**config.mk**
```make
export PLATFORM = sky130hd
export DESIGN_NAME = lockdown_victim_ptr
export DESIGN_NICKNAME = d
export VERILOG_FILES = /design/src/rtl/lvp_pkg.sv /design/src/rtl/lvp_seg_ptr.sv /design/src/rtl/lvp_side.sv /design/src/rtl/lockdown_victim_ptr.sv
export SDC_FILE = /design/constraint.sdc
export NUM_CORES = 1
export LEC_CHECK = 0
export BUFFER_PORTS_ARGS = -buffer_cell sky130_fd_sc_hd__buf_4
export CORE_MARGIN = 3
export CORE_UTILIZATION = 60
export CTS_BUF_LIST = sky130_fd_sc_hd__clkbuf_16
export CTS_CLUSTER_DIAMETER = 60
export CTS_CLUSTER_SIZE = 25
export DETAILED_ROUTE_END_ITERATION = 10
export PLACE_DENSITY_LB_ADDON = 0.1
export REMOVE_ABC_BUFFERS = 1
export SLEW_MARGIN = 20
export SYNTH_ARGS = -nofsm -noshare
export SYNTH_HDL_FRONTEND = slang
export SYNTH_HIERARCHICAL = 1
export SYNTH_SLANG_ARGS = --single-unit
```
**constraint.sdc**
```tcl
create_clock -name clk_i -period 22.1 [get_ports clk_i]
set_input_delay 1.105 -clock clk_i [delete_from_list [all_inputs] [get_ports clk_i]]
set_output_delay 1.105 -clock clk_i [all_outputs]
set_load 0.01 [all_outputs]
```
**src/rtl/lvp_pkg.sv**
```systemverilog
package lvp_pkg;
  typedef enum logic [1:0] {
    OP_RD_BASE = 2'b00,
    OP_WR_ALL  = 2'b01,
    OP_WR_SEG  = 2'b10,
    OP_NOP     = 2'b11
  } cmd_op_e;

  localparam int unsigned NUM_SIDES = 2;
endpackage

```
**src/rtl/lvp_seg_ptr.sv**
```systemverilog
module lvp_seg_ptr #(
  parameter int unsigned     IDX_W = 6,
  parameter logic [IDX_W-1:0] TAPS = 6'h30,
  parameter logic [IDX_W-1:0] SEED = 6'h01
) (
  input  logic             clk_i,
  input  logic             rst_ni,
  input  logic [IDX_W-1:0] base_i,
  input  logic             load_i,
  input  logic [IDX_W-1:0] load_val_i,
  input  logic             step_i,
  output logic [IDX_W-1:0] ptr_o
);
  localparam int unsigned SPAN_W = IDX_W + 1;

  logic [IDX_W-1:0]  ptr_q, raw, nxt;
  logic [SPAN_W-1:0] span, fold;

  always_comb begin
    raw  = (ptr_q == '0) ? IDX_W'(1) : {ptr_q[IDX_W-2:0], ^(ptr_q & TAPS)};
    span = (SPAN_W'(1) << IDX_W) - SPAN_W'(base_i);
    fold = SPAN_W'(raw) % span;
    // fold locked indices into [base, top]
    nxt  = (raw < base_i) ? (base_i + fold[IDX_W-1:0]) : raw;
  end

  always_ff @(posedge clk_i or negedge rst_ni) begin
    if (!rst_ni)     ptr_q <= SEED;
    else if (load_i) ptr_q <= load_val_i;
    else if (step_i) ptr_q <= nxt;
  end

  assign ptr_o = ptr_q;

  p_step_above_base_r8: assert property (@(posedge clk_i) disable iff (!rst_ni)
    step_i && !load_i |=> ptr_q >= $past(base_i));
  p_step_nonzero_r7: assert property (@(posedge clk_i) disable iff (!rst_ni)
    step_i && !load_i && ($past(base_i) == '0 || 1'b1) |=> ptr_q != '0);
  p_hold_idle_r4: assert property (@(posedge clk_i) disable iff (!rst_ni)
    !step_i && !load_i |=> $stable(ptr_q));
  p_load_wins_r9: assert property (@(posedge clk_i) disable iff (!rst_ni)
    load_i && step_i |=> ptr_q == $past(load_val_i));
endmodule

```
**src/rtl/lvp_side.sv**
```systemverilog
module lvp_side #(
  parameter int unsigned      NUM_SEG = 4,
  parameter int unsigned      IDX_W   = 6,
  parameter logic [IDX_W-1:0] TAPS    = 6'h30,
  parameter logic [IDX_W-1:0] SEED    = 6'h01,
  localparam int unsigned     SEG_W   = (NUM_SEG > 1) ? $clog2(NUM_SEG) : 1
) (
  input  logic                     clk_i,
  input  logic                     rst_ni,
  input  logic                     wr_all_i,
  input  logic                     wr_seg_i,
  input  logic [SEG_W-1:0]         seg_sel_i,
  input  logic [IDX_W-1:0]         data_i,
  input  logic [NUM_SEG-1:0]       ev_i,
  output logic [IDX_W-1:0]         base_o,
  output logic [NUM_SEG*IDX_W-1:0] ptr_o
);
  logic [IDX_W-1:0] base_q;

  always_ff @(posedge clk_i or negedge rst_ni) begin
    if (!rst_ni)       base_q <= '0;
    else if (wr_all_i) base_q <= data_i;
  end

  assign base_o = base_q;

  for (genvar g = 0; g < NUM_SEG; g++) begin : g_seg
    logic load;
    assign load = wr_all_i | (wr_seg_i & (seg_sel_i == SEG_W'(g)));

    lvp_seg_ptr #(.IDX_W(IDX_W), .TAPS(TAPS), .SEED(SEED)) u_ptr (
      .clk_i      (clk_i),
      .rst_ni     (rst_ni),
      .base_i     (base_q),
      .load_i     (load),
      .load_val_i (data_i),
      .step_i     (ev_i[g]),
      .ptr_o      (ptr_o[g*IDX_W +: IDX_W])
    );

    p_wr_all_sync_r3: assert property (@(posedge clk_i) disable iff (!rst_ni)
      wr_all_i |=> ptr_o[g*IDX_W +: IDX_W] == base_o);
  end

  p_base_hold_r4: assert property (@(posedge clk_i) disable iff (!rst_ni)
    !wr_all_i |=> $stable(base_q));
endmodule

```
**src/rtl/lockdown_victim_ptr.sv**
```systemverilog
module lockdown_victim_ptr
  import lvp_pkg::*;
#(
  parameter int unsigned      NUM_SEG = 4,
  parameter int unsigned      IDX_W   = 6,
  parameter logic [IDX_W-1:0] TAPS    = 6'h30,
  parameter logic [IDX_W-1:0] SEED    = 6'h01,
  localparam int unsigned     SEG_W   = (NUM_SEG > 1) ? $clog2(NUM_SEG) : 1,
  localparam int unsigned     NPTR    = NUM_SIDES * NUM_SEG
) (
  input  logic                  clk_i,
  input  logic                  rst_ni,
  input  logic                  cmd_valid_i,
  input  logic [1:0]            cmd_op_i,
  input  logic                  cmd_side_i,
  input  logic [SEG_W-1:0]      cmd_seg_i,
  input  logic [IDX_W-1:0]      cmd_data_i,
  input  logic                  test_mode_i,
  input  logic [NPTR-1:0]       fill_i,
  input  logic [NPTR-1:0]       cam_rd_i,
  output logic                  rd_valid_o,
  output logic [IDX_W-1:0]      rd_data_o,
  output logic [NPTR*IDX_W-1:0] victim_o
);
  logic [NPTR-1:0]  ev;
  logic [IDX_W-1:0] base_w [NUM_SIDES];
  logic             rd_cmd, rd_valid_q;
  logic [IDX_W-1:0] rd_data_q;

  // mode picks the only event source that may step
  assign ev     = test_mode_i ? cam_rd_i : fill_i;
  assign rd_cmd = cmd_valid_i && (cmd_op_i == OP_RD_BASE);

  for (genvar s = 0; s < NUM_SIDES; s++) begin : g_side
    logic sel;
    assign sel = cmd_valid_i && (cmd_side_i == 1'(s));

    lvp_side #(.NUM_SEG(NUM_SEG), .IDX_W(IDX_W), .TAPS(TAPS), .SEED(SEED)) u_side (
      .clk_i     (clk_i),
      .rst_ni    (rst_ni),
      .wr_all_i  (sel && (cmd_op_i == OP_WR_ALL)),
      .wr_seg_i  (sel && (cmd_op_i == OP_WR_SEG)),
      .seg_sel_i (cmd_seg_i),
      .data_i    (cmd_data_i),
      .ev_i      (ev[s*NUM_SEG +: NUM_SEG]),
      .base_o    (base_w[s]),
      .ptr_o     (victim_o[s*NUM_SEG*IDX_W +: NUM_SEG*IDX_W])
    );
  end

  always_ff @(posedge clk_i or negedge rst_ni) begin
    if (!rst_ni) begin
      rd_valid_q <= 1'b0;
      rd_data_q  <= '0;
    end else begin
      rd_valid_q <= rd_cmd;
      if (rd_cmd) rd_data_q <= base_w[cmd_side_i];
    end
  end

  assign rd_valid_o = rd_valid_q;
  assign rd_data_o  = rd_data_q;

  p_rd_resp_r2: assert property (@(posedge clk_i) disable iff (!rst_ni)
    rd_cmd |=> rd_valid_o);
  p_rd_quiet_r2: assert property (@(posedge clk_i) disable iff (!rst_ni)
    !rd_cmd |=> !rd_valid_o);
  p_test_ignores_fill_r6: assert property (@(posedge clk_i) disable iff (!rst_ni)
    test_mode_i && !cmd_valid_i && cam_rd_i == '0 |=> $stable(victim_o));
  p_norm_ignores_cam_r5: assert property (@(posedge clk_i) disable iff (!rst_ni)
    !test_mode_i && !cmd_valid_i && fill_i == '0 |=> $stable(victim_o));
endmodule

```
==> results.sh <==
export IMPL_outcome="finished, final reports clean"
export IMPL_ys_seq_area_share_pct=9.18
export IMPL_drive_gt1_share_pct=14.6
export IMPL_synth_simple_area_share_pct=17.8
export IMPL_routabilityCongestion=0.937
export IMPL_cp_arrival_ps=14210
export IMPL_final_cell_mix="328 x ha_1, 162 x nor2_1, 159 x inv_1"
export IMPL_syn_area_per_cell_um2=8.17
export IMPL_fmax_mhz=71.8
export IMPL_place_hpwl_um=39100
export IMPL_synth_xor_area_share_pct=7.20
export IMPL_worst_path_max_fanout=12
export IMPL_globalRoute_totalOverflow=0
export IMPL_synthMuxAreaShare_pct=12.2
export IMPL_async_reset_ff_share_pct=100
export IMPL_first_pass_iters=6
export IMPL_maxSlewHeadroom_pct=31.9
export IMPL_holdBufCountCts=0
export IMPL_coreArea_mm2=0.0299
export IMPL_synth_flop_cell="dfrtp_1"
export IMPL_cts_tree="done"
export IMPL_hold_path_class="flip-flop to flip-flop"
export IMPL_cts_buffers=9
export IMPL_min_period_over_period_pct=63.0
export IMPL_clock_path_buffers=2
export IMPL_slowest_stage="a21oi_1"
export IMPL_cp_common_cell="ha_1"
export IMPL_finalMaxSlewViolations=0
export IMPL_worstSetupStartpointType="flip-flop"
export IMPL_layout_cells_most_common="ha_1"
export IMPL_rows=63
export IMPL_finalSetupTns_ps=0
export IMPL_die_w_um=181
export IMPL_num_antenna_cells=0
export IMPL_antenna_found_initial=2
export IMPL_synth_edff_count=0
export IMPL_ioPinCount=86
export IMPL_crit_type="flip-flop to flip-flop"
export IMPL_required_ps=22380
export IMPL_first_iter_violations=1179
export IMPL_worstSkewPairLatency_ps=350
export IMPL_post_cts_buffers=0
export IMPL_grt_pass1_wl_um=83100
export IMPL_die_height_um=181
export IMPL_setup_ws_ps=8180
export IMPL_grt_max_degree=68
export IMPL_finish_utilization_pct=65.5
export IMPL_synth_compound_area_share_pct=24.6
export IMPL_nets=2658
export IMPL_area_growth_pct=6.53
export IMPL_cts_root_buf="clkbuf_16"
export IMPL_ant_nets=0
export IMPL_setup_violations=0
export IMPL_netlist_cell_type_count=102
export IMPL_worstSetupEndpointType="flip-flop"
export IMPL_hold_viol=0
export IMPL_drc_errors=0
export IMPL_yosysWarnings=6
export IMPL_clk_pin_slew_worst_paths_ps=60
export IMPL_portBuffers=85
export IMPL_synthAdderAreaFrac_pct=24.1
export IMPL_place_ws_ps=8250
export IMPL_cts_sinks=67
export IMPL_clock_skew_ps=7.16
export IMPL_die_area_mm2=0.0328
export IMPL_routed_via_density=6.44
export IMPL_rsz0062_at_grt="no"
export IMPL_htreeDepth=3
export IMPL_drt_wirelength_per_cell_um=18.8
export IMPL_maxCapViolCount=0
export IMPL_syn_inst=2248
export IMPL_routed_wl_um=50400
export IMPL_track_usage_pct=29.8
export IMPL_synth_ff_latch_count=67
export IMPL_cts_resized=0
export IMPL_worst_pin_slew_ps=1020
export IMPL_grt_pass1_vias=17000
export IMPL_synth_top_family_by_area="compound AO/OA/AOI/OAI gates"
export IMPL_period_needed_ps=13920
export IMPL_via_count=17200
export IMPL_syn_area_mm2=0.0184
export IMPL_start_util_pct=61.5
export IMPL_max_stage_delay_ps=750
==> state kept, by name, indices dropped and copies added, names as in the netlist <==
name                             flops
g_side.u_side/base_o                12
g_side.u_side/g_seg.u_ptr/ptr_o     48
rd_data_o                            6
rd_valid_o                           1
==> synthesized netlist by cell type, types with 8 or more instances <==
library cell / number / area share, %
ha_1: 328 / 22
nor2_1: 162 / 3.3
inv_1: 159 / 3.2
nand2_1: 130 / 2.7
a21oi_1: 121 / 3.3
o21ai_0: 120 / 3.3
xnor2_1: 103 / 4.9
mux2_2: 102 / 6.3
o21a_1: 98 / 4.0
clkbuf_1: 63 / 1.3
nor3_1: 62 / 1.7
dfrtp_1: 59 / 8.0
a21o_1: 57 / 2.3
mux2i_1: 56 / 3.1
xor2_1: 48 / 2.3
nor2b_1: 35 / 1.2
mux2_4: 32 / 2.6
o211ai_1: 27 / 1.1
or3_1: 26 / 0.89
nand4_1: 25 / 0.85
nand2b_1: 23 / 0.78
o31a_1: 23 / 1.1
nor3b_1: 22 / 0.90
o31ai_1: 22 / 0.90
nand3_1: 21 / 0.57
a211oi_1: 19 / 0.78
or2_2: 19 / 0.65
o22ai_1: 18 / 0.61
fa_1: 16 / 1.7
o21ai_1: 16 / 0.44
nor4_1: 13 / 0.44
a31oi_1: 11 / 0.37
and4_1: 11 / 0.52
o21bai_1: 9 / 0.37
and2_1: 8 / 0.27
dfstp_2: 8 / 1.1
o311a_1: 8 / 0.44
==> per-stage QoR <==
stage / hold WS, ps / area (um^2) / std cells
after floorplan: 551 / 18100 / 2174
after global placement: 494 / 19300 / 2662
after detailed placement: 500 / 19300 / 2662
after CTS: 516 / 19600 / 2678
after global routing: 535 / 19600 / 2678
final: 514 / 19600 / 2678
==> worst max-delay path, delay by kind of cell (launching register included) <==
kind	cells	cell delay, ps
and+or+nand+nor	11	3450
muxes	5	1850
DFF	1	500
buffers and inverters	1	80
adders and majority gates	7	2040
AOI/OAI and AO/OA	21	5060
xor gates and xnor gates	2	860
==> area by class of cell <==
type	instances	area, um^2
clock inverter	7	60.1
fill	2595	10300
inverter	160	601
timing repair buffer	98	736
tap	390	488
clock buffer	9	225
sequential	67	1690
multi-input combinational	1947	15800
==> final timing paths <==
check	startpoint	endpoint	slack, ps	depth (start not counted)
min in group asynchronous	rst_ni	g_side[0].u_side/g_seg[2].u_ptr/ptr_o[4]	890	1
max in group asynchronous	rst_ni	g_side[0].u_side/g_seg[1].u_ptr/ptr_o[5]	20590	1
setup reg to reg	g_side[0].u_side/base_o[0]	g_side[0].u_side/g_seg[2].u_ptr/ptr_o[5]	8180	47
hold reg to reg	rd_data_o[0]	rd_data_o[0]	510	1
setup / recovery	g_side[0].u_side/base_o[0]	g_side[0].u_side/g_seg[2].u_ptr/ptr_o[5]	8180	47
hold / removal	rd_data_o[0]	rd_data_o[0]	510	1
==> metal layers <==
layer | wire (um) | GRT usage (%) | vias to the layer above
met1 | 22700 | 38.8 | 8217
li1 | - | - | 8463
met2 | 23600 | 50.9 | 457
met3 | 2600 | 4.27 | 107
met5 | 27 | 0 | -
met4 | 1440 | 9.87 | 4
==> cell families after synthesis <==
family,count (synthesis)
multiplexers,192
flip-flops,67
AND/OR/NAND/NOR,614
buffers and inverters,234
AO/OA/AOI/OAI,646
XOR/XNOR,151
adder cells (fa/ha/maj),344
Power is not shown: default switching activity piles up to over one toggle a cycle in this logic, so the estimate is an artifact.
